$ cat src/rtl/spw_steer_pkg.sv
package spw_steer_pkg;

    typedef enum logic [2:0] {
        ST_HEAD,
        ST_DECIDE,
        ST_REPLAY,
        ST_END,
        ST_STREAM,
        ST_DROP
    } steer_state_e;

    localparam logic [7:0]  RMAP_PROTO_ID = 8'h01;
    localparam int unsigned CMD_FLAG_BIT  = 6;
    localparam int unsigned HDR_DEPTH     = 3;

    typedef struct packed {
        logic keep;
        logic to_target;
    } verdict_t;

    function automatic logic masked_match(input logic [7:0] rx,
                                          input logic [7:0] ref_a,
                                          input logic [7:0] msk);
        return ((rx ^ ref_a) & ~msk) == 8'h00;
    endfunction

endpackage

$ cat src/rtl/steer_addr_match.sv
module steer_addr_match
    import spw_steer_pkg::*;
#(
    parameter int unsigned NCH = 4
) (
    input  logic [7:0]       addr,
    input  logic [NCH-1:0]   chan_en,
    input  logic [NCH-1:0]   chan_own,
    input  logic [NCH*8-1:0] chan_addr,
    input  logic [NCH*8-1:0] chan_mask,
    input  logic [7:0]       def_addr,
    input  logic [7:0]       def_mask,
    output logic [NCH-1:0]   chan_hit,
    output logic             def_hit
);

    assign def_hit = masked_match(addr, def_addr, def_mask);

    for (genvar g = 0; g < NCH; g++) begin : g_chan
        logic own_hit;
        assign own_hit     = masked_match(addr, chan_addr[g*8 +: 8], chan_mask[g*8 +: 8]);
        assign chan_hit[g] = chan_en[g] && (chan_own[g] ? own_hit : def_hit);
    end

endmodule

$ cat src/rtl/steer_first_pick.sv
module steer_first_pick #(
    parameter int unsigned NCH = 4,
    parameter int unsigned IW  = 3
) (
    input  logic [NCH-1:0] req,
    output logic           any,
    output logic [IW-1:0]  idx
);

    always_comb begin
        any = 1'b0;
        idx = '0;
        for (int i = NCH - 1; i >= 0; i--) begin
            if (req[i]) begin
                any = 1'b1;
                idx = IW'(i);
            end
        end
    end

endmodule

$ cat src/rtl/steer_hdr_buf.sv
module steer_hdr_buf #(
    parameter int unsigned W     = 8,
    parameter int unsigned DEPTH = 3,
    localparam int unsigned CW   = $clog2(DEPTH + 1)
) (
    input  logic                       clk,
    input  logic                       rst,
    input  logic                       clr,
    input  logic                       push,
    input  logic [W-1:0]               din,
    output logic [CW-1:0]              cnt,
    output logic [DEPTH-1:0][W-1:0]    ents
);

    always_ff @(posedge clk) begin
        if (rst || clr) begin
            cnt <= '0;
        end else if (push) begin
            ents[cnt] <= din;
            cnt       <= cnt + 1'b1;
        end
    end


    hdr_room_chk: assert property (@(posedge clk) disable iff (rst)
        push |-> (cnt < CW'(DEPTH)));

endmodule

$ cat src/rtl/spw_rx_steer.sv
module spw_rx_steer
    import spw_steer_pkg::*;
#(
    parameter int unsigned NCH = 4,
    localparam int unsigned DW = $clog2(NCH + 1)
) (
    input  logic             clk,
    input  logic             rst,
    input  logic             rxf_valid,
    input  logic [7:0]       rxf_data,
    input  logic             rxf_marker,
    input  logic             rxf_err,
    output logic             rxf_rd,
    input  logic [NCH-1:0]   cfg_chan_en,
    input  logic [NCH-1:0]   cfg_chan_own,
    input  logic [NCH*8-1:0] cfg_chan_addr,
    input  logic [NCH*8-1:0] cfg_chan_mask,
    input  logic [7:0]       cfg_def_addr,
    input  logic [7:0]       cfg_def_mask,
    input  logic             cfg_rmap_en,
    input  logic             cfg_promisc,
    output logic             out_valid,
    output logic [7:0]       out_data,
    output logic             out_end,
    output logic             out_end_err,
    output logic [DW-1:0]    out_dest
);

    localparam int unsigned   HCW        = $clog2(HDR_DEPTH + 1);
    localparam logic [DW-1:0] TARGET_IDX = DW'(NCH);

    steer_state_e st_q, st_d;

    logic [HCW-1:0]                 hcnt;
    logic [HDR_DEPTH-1:0][7:0]      hb;
    logic                           ended_q, err_q;
    logic [HCW-1:0]                 rp_q;
    logic [DW-1:0]                  dest_q;

    logic                           take_d, take_m, push, clr, head_ready;
    logic [HCW-1:0]                 next_cnt;

    logic [NCH-1:0]                 hit;
    logic                           def_hit, any_hit;
    logic [DW-1:0]                  first_idx;

    logic                           proto_rmap, is_cmd, len_ok;
    verdict_t                       vd;
    logic [DW-1:0]                  vd_dest;

    logic                           ov_q, oe_q, oerr_q;
    logic [7:0]                     od_q;
    logic [DW-1:0]                  odest_q;

    // ---------------- FIFO side ----------------
    assign rxf_rd = rxf_valid &&
                    (st_q == ST_HEAD || st_q == ST_STREAM || st_q == ST_DROP);
    assign take_d = rxf_rd && !rxf_marker;
    assign take_m = rxf_rd &&  rxf_marker;

    // ---------------- header capture ----------------
    assign push     = (st_q == ST_HEAD) && take_d;
    assign next_cnt = hcnt + 1'b1;
    assign clr      = (st_d == ST_HEAD) && (st_q != ST_HEAD);

    // Enough characters seen: 3, or 2 when the protocol ID cannot make it RMAP
    assign head_ready = push &&
        ((next_cnt == HCW'(HDR_DEPTH)) ||
         ((next_cnt == HCW'(2)) && !(cfg_rmap_en && (rxf_data == RMAP_PROTO_ID))));

    steer_hdr_buf #(
        .W     (8),
        .DEPTH (HDR_DEPTH)
    ) u_hdr (
        .clk  (clk),
        .rst  (rst),
        .clr  (clr),
        .push (push),
        .din  (rxf_data),
        .cnt  (hcnt),
        .ents (hb)
    );

    // ---------------- address comparison ----------------
    steer_addr_match #(
        .NCH (NCH)
    ) u_match (
        .addr      (hb[0]),
        .chan_en   (cfg_chan_en),
        .chan_own  (cfg_chan_own),
        .chan_addr (cfg_chan_addr),
        .chan_mask (cfg_chan_mask),
        .def_addr  (cfg_def_addr),
        .def_mask  (cfg_def_mask),
        .chan_hit  (hit),
        .def_hit   (def_hit)
    );

    steer_first_pick #(
        .NCH (NCH),
        .IW  (DW)
    ) u_pick (
        .req (hit),
        .any (any_hit),
        .idx (first_idx)
    );

    // ---------------- routing verdict ----------------
    assign proto_rmap = cfg_rmap_en && (hcnt >= HCW'(2)) && (hb[1] == RMAP_PROTO_ID);
    assign is_cmd     = proto_rmap && (hcnt == HCW'(3)) && hb[2][CMD_FLAG_BIT];

    always_comb begin
        if (!ended_q)
            len_ok = 1'b1;
        else if (hcnt == HCW'(1))
            len_ok = cfg_promisc;
        else
            len_ok = !proto_rmap;
    end

    always_comb begin
        vd      = '0;
        vd_dest = first_idx;
        if (is_cmd && def_hit) begin
            vd.to_target = 1'b1;
            vd_dest      = TARGET_IDX;
        end else if (any_hit) begin
            vd_dest = first_idx;
        end else if (is_cmd) begin
            vd.to_target = 1'b1;
            vd_dest      = TARGET_IDX;
        end
        vd.keep = len_ok && (vd.to_target || any_hit);
    end

    // ---------------- control ----------------
    always_comb begin
        st_d = st_q;
        unique case (st_q)
            ST_HEAD: begin
                if (head_ready)
                    st_d = ST_DECIDE;
                else if (take_m && (hcnt != '0))
                    st_d = ST_DECIDE;
            end
            ST_DECIDE: begin
                if (vd.keep)
                    st_d = ST_REPLAY;
                else if (ended_q)
                    st_d = ST_HEAD;
                else
                    st_d = ST_DROP;
            end
            ST_REPLAY: begin
                if (rp_q == hcnt - 1'b1)
                    st_d = ended_q ? ST_END : ST_STREAM;
            end
            ST_END:    st_d = ST_HEAD;
            ST_STREAM: if (take_m) st_d = ST_HEAD;
            ST_DROP:   if (take_m) st_d = ST_HEAD;
            default:   st_d = ST_HEAD;
        endcase
    end

    always_ff @(posedge clk) begin
        if (rst) begin
            st_q    <= ST_HEAD;
            ended_q <= 1'b0;
            err_q   <= 1'b0;
            rp_q    <= '0;
            dest_q  <= '0;
            ov_q    <= 1'b0;
            oe_q    <= 1'b0;
            oerr_q  <= 1'b0;
            od_q    <= '0;
            odest_q <= '0;
        end else begin
            st_q <= st_d;
            ov_q <= 1'b0;
            oe_q <= 1'b0;
            if (clr)
                ended_q <= 1'b0;
            unique case (st_q)
                ST_HEAD: begin
                    if (take_m && (hcnt != '0)) begin
                        ended_q <= 1'b1;
                        err_q   <= rxf_err;
                    end
                end
                ST_DECIDE: begin
                    rp_q   <= '0;
                    dest_q <= vd_dest;
                end
                ST_REPLAY: begin
                    ov_q    <= 1'b1;
                    od_q    <= hb[rp_q];
                    odest_q <= dest_q;
                    rp_q    <= rp_q + 1'b1;
                end
                ST_END: begin
                    oe_q    <= 1'b1;
                    oerr_q  <= err_q;
                    odest_q <= dest_q;
                end
                ST_STREAM: begin
                    if (take_d) begin
                        ov_q    <= 1'b1;
                        od_q    <= rxf_data;
                        odest_q <= dest_q;
                    end else if (take_m) begin
                        oe_q    <= 1'b1;
                        oerr_q  <= rxf_err;
                        odest_q <= dest_q;
                    end
                end
                default: ;
            endcase
        end
    end

    assign out_valid   = ov_q;
    assign out_data    = od_q;
    assign out_end     = oe_q;
    assign out_end_err = oerr_q;
    assign out_dest    = odest_q;

    // ---------------- assertions ----------------

    beat_excl_chk: assert property (@(posedge clk) disable iff (rst)
        !(out_valid && out_end));


    dis_chan_chk: assert property (@(posedge clk) disable iff (rst)
        (out_valid && (out_dest < TARGET_IDX)) |-> cfg_chan_en[out_dest]);


    target_gate_chk: assert property (@(posedge clk) disable iff (rst)
        (out_valid && (out_dest == TARGET_IDX)) |-> cfg_rmap_en);


    dest_hold_chk: assert property (@(posedge clk) disable iff (rst)
        (out_valid && $past(out_valid)) |-> $stable(out_dest));


    gap_after_end_chk: assert property (@(posedge clk) disable iff (rst)
        out_end |=> !out_valid);

endmodule

$ cat config.mk
export PLATFORM = sky130hd
export DESIGN_NAME = spw_rx_steer
export DESIGN_NICKNAME = d
export VERILOG_FILES = /design/src/rtl/spw_steer_pkg.sv /design/src/rtl/steer_addr_match.sv /design/src/rtl/steer_first_pick.sv /design/src/rtl/steer_hdr_buf.sv /design/src/rtl/spw_rx_steer.sv
export SDC_FILE = /design/constraint.sdc
export NUM_CORES = 1
export LEC_CHECK = 0
export BUFFER_PORTS_ARGS = -buffer_cell sky130_fd_sc_hd__buf_2
export CAP_MARGIN = 15
export CORE_ASPECT_RATIO = 0.7
export CORE_MARGIN = 2
export CORE_UTILIZATION = 44
export DETAILED_ROUTE_END_ITERATION = 8
export PLACE_DENSITY_LB_ADDON = 0.2
export SLEW_MARGIN = 20
export SYNTH_ARGS = -nofsm -noshare
export SYNTH_HDL_FRONTEND = slang
export SYNTH_SLANG_ARGS = --single-unit
$ cat constraint.sdc
create_clock -name clk -period 2.1 [get_ports clk]
set_input_delay 0.21 -clock clk [delete_from_list [all_inputs] [get_ports clk]]
set_output_delay 0.21 -clock clk [all_outputs]
set_load 0.02 [all_outputs]
# Yosys cells after proc, flatten, opt, wreduce, memory -nomap -nowiden
# Index checks and enable logic that the tools add are counted.
word_totals:
  inputBits: 103
  output_inout_bits: 15
  regBits: 50
classes:
  n_eq_ne: 16
  muxes: 50
  magnitude_cmp: 4
  addsub: 3
  bitwise_logic: 16
  n_reduce_logical: 48
op_table:
  columns: ["cell", "n"]
  rows:
  - ["$and 8x8->8", 5]
  - ["$logic_not 8->1", 5]
  - ["$not 8->8", 5]
  - ["$xor 8x8->8", 5]
  - ["$mux 3", 12]
  - ["$bwmux 24", 1]
  - ["$mux 8", 3]
  - ["$mux 1", 21]
  - ["$logic_and 1x1->1", 20]
  - ["$bmux 8 s2", 1]
  - ["$demux 8 s2", 1]
  - ["$eq 8x1->1 const B", 2]
  - ["$pmux 8 s2", 1]
  - ["$pmux 3 s4", 1]
  - ["$reduce_bool 2->1", 5]
  - ["$mux 2", 4]
  - ["$reduce_and 2->1", 4]
  - ["$eq 2x2->1 const B", 3]
  - ["$eq 3x2->1 const B", 2]
  - ["$eq 3x3->1 const B", 2]
  - ["$logic_not 3->1", 2]
  - ["$lt 2x3->1 const B", 2]
  - ["$ne 2x2->1 const B", 3]
  - ["$pmux 1 s2", 3]
  - ["other kinds (16)", 24]

# Longest topological paths before layout
# Gate-level depths: netlist (run 1).
logic_depth:
  depth_word: 20
  ltp_mapped: 9
  mapped_depth_nobuf: 9

# Hierarchy
# Synthesis (run 1) repeated with hierarchy kept, for this count alone.
unflattened:
  hier_cells: 307
  area_unflattened_um2: 3021.6
by_module_without_submodules:
  columns: ["mod", "area_per_inst_um2", "seq_area_each_um2", "instances", "cells_each"]
  rows:
  - ["spw_rx_steer", 1396.3, 480.5, 1, 173]
  - ["steer_hdr_buf", 870.8, 760.7, 1, 39]
  - ["steer_addr_match", 708.2, 0.0, 1, 86]
  - ["steer_first_pick", 46.3, 0.0, 1, 9]

# Worst setup path after synthesis (run 1)
# No wires, ideal clock.
synth_path:
  path_kind: "register -> register"
  startpoint: "register u_hdr.ents[2] (netlist bit)"
  endpoint: "register ended_q"
  setup_ps: 79
  t_arrival_ps: 2072
  stages_incl_launch_ff: 10
  path_slack_ps: -51
  synth_period_minus_slack_ps: 2151
  path_cell_list: "edfxtp_1 buf_6 xnor2_2 o22ai_1 nor4_4 o21a_1 nor3_1 and3_4 o311a_4 a211oi_2"
synth_between:
  elab_chain_cells: 20
synth_lines:
  columns: ["item", "line_no", "source"]
  rows:
  - ["start: declaration", "steer_hdr_buf.sv:12", "output logic [DEPTH-1:0][W-1:0] ents"]
  - ["start signal: indexed assignment", "steer_hdr_buf.sv:19", "ents[cnt] <= din;"]
  - ["$xor 8x8->8", "spw_steer_pkg.sv:24", "return ((rx ^ ref_a) & ~msk) == 8'h00;"]
  - ["$and 8x8->8", "spw_steer_pkg.sv:24", null]
  - ["$logic_not 8->1", "spw_steer_pkg.sv:24", null]
  - ["$mux 1", "steer_addr_match.sv:22", "assign chan_hit[g] = chan_en[g] && (chan_own[g] ? own_hit : def_hit);"]
  - ["$logic_and 1x1->1", "steer_addr_match.sv:22", null]
  - ["$mux 1 (4 in a row)", "steer_first_pick.sv:14", "if (req[i]) begin"]
  - ["$mux 1", "spw_rx_steer.sv:127", "end else if (any_hit) begin"]
  - ["$mux 1", "spw_rx_steer.sv:124", "if (is_cmd && def_hit) begin"]
  - ["$logic_or 1x1->1 (*)", "spw_rx_steer.sv:133", "vd.keep = len_ok && (vd.to_target || any_hit);"]
  - ["$logic_and 1x1->1 (*)", "spw_rx_steer.sv:133", null]
  - ["$mux 3 (*)", "spw_rx_steer.sv:147", "if (vd.keep)"]
  - ["$pmux 3 s4 (*)", "spw_rx_steer.sv:139", "unique case (st_q)"]
  - ["$logic_not 3->1 (*)", "spw_rx_steer.sv:64", "assign clr = (st_d == ST_HEAD) && (st_q != ST_HEAD);"]
  - ["$logic_and 1x1->1 (*)", "spw_rx_steer.sv:64", null]
  - ["$mux 1 (*)", "spw_rx_steer.sv:181", "if (clr)"]
  - ["$mux 1", "spw_rx_steer.sv:185", "if (take_m && (hcnt != '0)) begin"]
  - ["$mux 1 (*)", "spw_rx_steer.sv:183", "unique case (st_q)"]
  - ["end signal: assignment", "spw_rx_steer.sv:168", "ended_q <= 1'b0;"]
  - ["end signal: assignment", "spw_rx_steer.sv:182", "ended_q <= 1'b0;"]
  - ["end signal: assignment", "spw_rx_steer.sv:186", "ended_q <= 1'b1;"]
  - ["end: declaration", "spw_rx_steer.sv:36", "logic ended_q, err_q;"]
# Every way passes the cells marked *; elsewhere a longest branch is shown, timed or not.
# A chain may end at the register's enable or synchronous reset.

# Worst setup path after layout (run 1)
layout_path:
  startpoint: "register u_hdr.ents[0] (netlist bit)"
  endpoint: "register u_hdr.cnt[1]"
layout_between:
  elab_chain_cells: 18
layout_lines:
  columns: ["item", "line_no", "source"]
  rows:
  - ["$xor 8x8->8", "spw_steer_pkg.sv:24", null]
  - ["$and 8x8->8", "spw_steer_pkg.sv:24", null]
  - ["$logic_not 8->1", "spw_steer_pkg.sv:24", null]
  - ["$mux 1", "steer_addr_match.sv:22", null]
  - ["$logic_and 1x1->1", "steer_addr_match.sv:22", null]
  - ["$mux 1 (4 in a row)", "steer_first_pick.sv:14", null]
  - ["$mux 1", "spw_rx_steer.sv:127", null]
  - ["$mux 1", "spw_rx_steer.sv:124", null]
  - ["$logic_or 1x1->1 (*)", "spw_rx_steer.sv:133", null]
  - ["$logic_and 1x1->1 (*)", "spw_rx_steer.sv:133", null]
  - ["$mux 3 (*)", "spw_rx_steer.sv:147", null]
  - ["$pmux 3 s4 (*)", "spw_rx_steer.sv:139", null]
  - ["$logic_not 3->1 (*)", "spw_rx_steer.sv:64", null]
  - ["$logic_and 1x1->1 (*)", "spw_rx_steer.sv:64", null]
  - ["$logic_or 1x1->1 (*)", "steer_hdr_buf.sv:16", "if (rst || clr) begin"]
  - ["end signal: assignment", "steer_hdr_buf.sv:20", "cnt <= cnt + 1'b1;"]
  - ["end: declaration", "steer_hdr_buf.sv:11", "output logic [CW-1:0] cnt,"]
# Marked as above.

==> results of run 1 <==
## through the flow
stage	hold slack (ps)	worst slack, ps	cell area (µm²)
after floorplan	309	0.963	3040
after detailed placement	445	-324	3850
after global placement	438	-230	3850
after CTS	152	-223	4050
after global routing	152	-348	4160
final	155	-197	4160
## placed cells by master (no fill, tap or decap), types with 3 or more instances in the layout
cell,instances
nand2b_1,3
ha_1,5
clkbuf_8,5
o22ai_1,13
nor3b_1,3
o211ai_1,17
inv_1,7
xnor2_1,30
buf_6,7
nor2_1,25
a211oi_2,3
buf_4,34
buf_2,117
o21ai_0,3
o22ai_2,4
o2111a_1,4
a21oi_1,20
nor4_2,4
mux2i_1,14
xnor2_2,11
edfxtp_1,24
nor2b_1,8
nand2_1,25
dfxtp_1,26
nor4_1,4
and2_1,5
## power groups by stage
stage	logic (mW)	registers, mW	clock network, mW
floorplan	0.317	1.10	0
global placement	0.524	1.11	0
detailed placement	0.531	1.11	0
CTS	0.558	1.08	0.667
global route	0.633	1.08	0.699
finish	0.579	1.08	0.654
## registers in the layout (all words and copies together) (netlist names)
name         flops
u_hdr.cnt        2
u_hdr.ents      24
st_q             3
out_valid        1
dest_q           3
ended_q          1
out_data         8
out_end          1
out_end_err      1
rp_q             2
out_dest         3
err_q            1
## final cells by class
class                           instances  area [µm²]
Clock buffer                            7        76.3
Multi-Input combinational cell        230        1750
Tap cell                               94         118
Fill cell                             597        2500
Inverter                                7        26.3
Clock inverter                          1        30.0
Sequential cell                        50        1240
Timing Repair Buffer                  158         920
## cell families after synthesis
kind of cell             Yosys count  synth area share (%)
AND/OR/NAND/NOR                   90                  15.9
XOR/XNOR                          43                  13.1
flip-flops                        50                  41.5
multiplexers                      14                  4.69
AO/OA/AOI/OAI                     78                  18.4
adder cells (fa/ha/maj)            5                  2.09
buffers and inverters             25                  4.31
## layer usage
metal	vias up	GRT usage (%)	wire length [µm]
li1	1407	-	-
met1	1284	30.8	3770
met2	105	36.2	3980
met3	6	4.02	666
met4	0	5.63	77
met5	-	0	0
## what timing repair did
| item | 4_1_cts | 5_1_grt |
|---|---|---|
| setup endpoints to repair | 7 | 9 |
| pin swaps | 9 | 8 |
| gates cloned | 0 | 0 |
| gates resized for setup | 7 | 13 |
| buffers inserted | 7 | 5 |
## worst paths after layout
path	start	to	slack (ps)
worst min-delay path	rxf_data[7]	u_hdr.ents[7]$_DFFE_PP_	160
worst max-delay path	u_hdr.ents[0]$_DFFE_PP_	u_hdr.cnt[1]$_SDFFE_PP0P_	-200
worst max register to register	u_hdr.ents[0]$_DFFE_PP_	u_hdr.cnt[1]$_SDFFE_PP0P_	-200
worst min register to register	out_data[5]$_SDFFE_PP0P_	out_data[5]$_SDFFE_PP0P_	460
==> flow_summary.toml, run 1 <==
[status]
outcome = "finished, violations left"
violations = "negative setup slack"

[setup_path]
critPathCaptureType = "register"
cp.required_ps = 2320
crit_arrival_ps = 2520
critPathTopFamily = "compound AO/OA/AOI/OAI gates"
cp_num_cells = 10
critPathKind = "register to register"
path_cells = "buf_6, buf_4, xnor2_1, o22ai_1, nor4_2, o2111a_1, nor3_2, and3_4, o311a_4, a211oi_2"
worstPathMaxFanout = 5
crit_slowest_cell = "edfxtp_1"
crit_buf_inv = 2
reg2regPathDepth = 10
critPathMaxStageDelay_ps = 400
startpoint_type = "register"

[die]
start_util_pct = 44.9
die_h_um = 73.0
core_um2 = 6660
die_x_um = 103
std_cell_rows = 25
dieArea_um2 = 7480
design.portCount = 118

[sta]
finClkSkew_ps = 9.65
tns_ps = -749
setup_slack_ps = -197
layout_min_cycle_time_ps = 2300
rsz0062_at_grt = "true"
relSlewSlack_pct = 64.8
final_min_period_over_clock_period_pct = 109
tightest_slew_ps = 527
slew_violations = 0
timing_hold_violations_final = 0
timing.fmax_mhz = 435
setup_viol = 6

[cts]
path_clk_slew_ps = 90
clock_sinks = 50
cts_tree = "yes"
cts_buffer_depth = 2
clk_latency_ps = 300
cts_root_buf = "clkbuf_8"
cts_hold_buffers = 0
cts_buffers = 5
ctsHtreeMaxLevel = 2

[finish]
num-nets-final = 560
insertedDiodeCount = 0
fin_util_pct = 62.4
drive_gt1_share_pct = 42.4
syn_to_final_growth_pct = 39.1
fin_cells = 547

[min_path]
min_path_type = "input port to register"
hold_path_depth = 1

[detailed_routing]
num_vias = 2802
drtIter0Drc = 181
antenna_left = 0
drc_errors = 0
routed_wl_um = 8500
wl_per_cell_um = 15.5
via_per_inst = 5.12
drt_pass1_iterations = 4

[power_and_ir_drop]
p_clk_share_pct = 28.3
total_power_mw = 2.31
switching_share_pct = 26.4
switchingPower_mw = 0.611
power_density_nw_per_um2 = 556
power.leakage_nw = 1.73
internal-power_mw = 1.70
comb_power_share_pct = 25.0
ir_drop_mv = 0.417
power_frac_seq_pct = 46.7

[global_route]
grt_pass1_vias = 2603
grt_usage_pct = 22.2
grt_max_degree = 18
grt_overflow = 0
grt_pass1_wl_um = 12600
antenna_found_initial = 0

[logic_synthesis]
post-synth-top-count-cell = "xnor2_1"
syn_avg_cell_area_um2 = 9.80
synth_top_area_cell = "edfxtp_1"
yosysWarnings = 0
synth.distinct_cells = 44
synth_cells = 305
ys_seq_area_share_pct = 41.5
synth-edff-count = 24
synth.net_count = 413
synthArstFlopShare_pct = 0
synth_area_leaders = "edfxtp_1 24%, dfxtp_1 17%, xnor2_1 11%"
ys.flop_type = "dfxtp_1"
netlist.area_leader.share_pct = 24.1
ys_ff_latch = 50
synthesis.area_um2 = 2990
netlist_top_cells_count = "39 x xnor2_1, 26 x dfxtp_1, 25 x nand2_1, 25 x nor2_1, 24 x edfxtp_1"

[placed_design]
place.gp.congestion = 0.880
port_buffers = 117
hpwl_um = 6710
dp.cells = 527

[flow_run]
maxCapViolations = 0
No activity file was read; power rests on OpenSTA's default activity.
==> run 2, diff against run 1 <==
Settings changed: SYNTH_HIERARCHICAL from default to 1.
==> run 2 against run 1 <==
Compared with the run above: the run still ends with negative setup slack left; largest cell class unchanged; critical path type unchanged; setup slack worse by 600 ps; via count is 2.9% lower; count of clock-buffer cells in the layout is 1 lower; wire length is 0.88% lower.
==> flow_summary.toml, run 2 <==
[status]
outcome = "finished, violations left"
violations = "negative setup slack"

[detailed_routing]
antenna_left = 0
drt_pass1_iterations = 4
num_vias = 2720
via_per_inst = 5.06
drc_errors = 0
routed_wl_um = 8420
wl_per_cell_um = 15.7
drtIter0Drc = 122

[power_and_ir_drop]
power.leakage_nw = 1.68
ir_drop_mv = 0.487
power_density_nw_per_um2 = 544
total_power_mw = 2.19

[sta]
finClkSkew_ps = 7.29
setup_slack_ps = -802
worst_hold_slack_ps = 159
setup_viol = 33
slew_violations = 0
timing.fmax_mhz = 345
timing_hold_violations_final = 0
layout_min_cycle_time_ps = 2900
final_min_period_over_clock_period_pct = 138
relSlewSlack_pct = 59.1
tightest_slew_ps = 614
rsz0062_at_grt = "true"

[finish]
syn_to_final_growth_pct = 33.4
num-nets-final = 554
nFillCells = 607
fin_util_pct = 60.2
insertedDiodeCount = 0
final_common_cell = "buf_2"
drive_gt1_share_pct = 40.3
regMostFlops = "u_hdr/ents"
largest_reg_flops = 24
final_cell_mix = "117 x buf_2, 36 x xnor2_1, 32 x nor2_1"
finalInstanceArea_um2 = 4030

[global_route]
grt_usage_pct = 22.2
grt_max_degree = 28
grt_pass1_wl_um = 12600
antenna_found_initial = 0
grt_pass1_vias = 2627
grt_overflow = 0

[cts]
cts_tree = "yes"
path_clk_slew_ps = 80
ctsHtreeMaxLevel = 2
cts_buffers = 5
cts_buffer_depth = 2
cts_root_buf = "clkbuf_8"
cts_hold_buffers = 0
clock_sinks = 50
clk_latency_ps = 300

[logic_synthesis]
synth.distinct_cells = 46
ys.flop_type = "dfxtp_1"
synth-edff-count = 24
synth_area_leaders = "edfxtp_1 24%, dfxtp_1 17%, xnor2_1 11%"
netlist.area_leader.share_pct = 23.9
syn_avg_cell_area_um2 = 9.84
ys_seq_area_share_pct = 41.1
synth_cells = 307
ys_ff_latch = 50
synth.net_count = 418
synthesis.area_um2 = 3020
post-synth-top-count-cell = "xnor2_1"
yosysWarnings = 6
synth_top_area_cell = "edfxtp_1"
netlist_top_cells_count = "38 x xnor2_1, 33 x nor2_1, 26 x dfxtp_1"
synthArstFlopShare_pct = 0

[flow_run]
maxCapViolations = 0

[placed_design]
port_buffers = 117
place.gp.congestion = 0.973
hpwl_um = 6880
place_area_um2 = 3890

[die]
die_h_um = 73.3
std_cell_rows = 25
die_x_um = 103
start_util_pct = 45.1
design.portCount = 118
dieArea_um2 = 7560
core_um2 = 6690

[min_path]
min_path_type = "input port to register"
hold_path_depth = 1
min_from = "rxf_data[7]"
hold_end = "u_hdr/ents[23]$_DFFE_PP_"

[setup_path]
critPathCaptureType = "register"
reg2regPathDepth = 11
startpoint_type = "register"
cp-startpoint = "u_hdr/ents[1]$_DFFE_PP_"
crit_arrival_ps = 2910
worstPathMaxFanout = 8
r2r_start = "u_hdr/ents[1]$_DFFE_PP_"
critPathKind = "register to register"
rrSetupSlack_ps = -800
cp.required_ps = 2100
r2r_end = "u_hdr/ents[0]$_DFFE_PP_"
run 2: cell families (layout without fill, tap and decap cells):
group                      Yosys count  count (layout)  synth area share [%]
adders and majority gates            8               8                  3.31
and+or+nand+nor                     90              90                  15.5
DFF                                 50              50                  41.1
muxes                               14              14                  4.64
AOI/OAI and AO/OA                   69              69                  16.8
xor gates and xnor gates            43              43                  13.2
buffers and inverters               32             169                  5.38
other                                1               1                 0.124
run 2: critical path, cell delays in order (launching register included):
cell      delay [ps]
edfxtp_1         550
xnor2_2          180
o22ai_1          110
or4_4            510
o32ai_4          300
nor2_1            60
nand2_1           80
o21bai_4         130
o311a_4          220
nor4_4            50
nor2_2           140
and3_4           270
run 2: worst max path at each step:
stage                     slack, ps                       end  cells past startpoint
after global placement         -830   u_hdr/ents[0]$_DFFE_PP_                     11
after detailed placement       -870   u_hdr/ents[2]$_DFFE_PP_                     11
after CTS                      -790   u_hdr/ents[0]$_DFFE_PP_                     11
after global routing           -970  u_hdr/ents[23]$_DFFE_PP_                     11
after floorplan                -760   u_hdr/ents[0]$_DFFE_PP_                     12
final                          -800   u_hdr/ents[0]$_DFFE_PP_                     11
run 2: layer usage:
layer  up-vias  track usage (%)  routed length [µm]
li1       1366                -                   -
met1      1232             29.9                3910
met2       112             36.4                3730
met3        10             5.04                 646
met4         0             5.99                 128
met5         -                0                   0
run 2: stage by stage:
| step | TNS, ps | worst slack [ps] | std cells |
|---|---|---|---|
| after global placement | -22580 | -830 | 528 |
| after global routing | -28200 | -966 | 538 |
| after detailed placement | -24070 | -875 | 528 |
| after CTS | -22360 | -794 | 537 |
| final | -22710 | -802 | 538 |
| after floorplan | -20260 | -759 | 307 |
run 2: where the power goes:
| part | leakage [nW] | total (mW) | internal (mW) | switching [mW] |
|---|---|---|---|---|
| combinational | 1.21 | 0.592 | 0.297 | 0.295 |
| sequential | 0.427 | 1.08 | 1.05 | 0.0245 |
| clock | 0.0426 | 0.522 | 0.229 | 0.293 |
run 2: repair_timing:
action | CTS | global route
buffers inserted | 1 | 1
resized for setup | 3 | 3
endpoints found under the setup margin | 33 | 33
pin swaps | 1 | 3
run 2: area by class of cell:
class	count	area, µm²	area share (%)
flip-flops and latches	50	1240	30.8
inverters	13	48.8	1.21
multi-input cells	225	1720	42.8
well taps	94	118	2.92
repair buffers	148	818	20.3
clock buffers	6	72.6	1.80
clock inverters	2	8.76	0.217
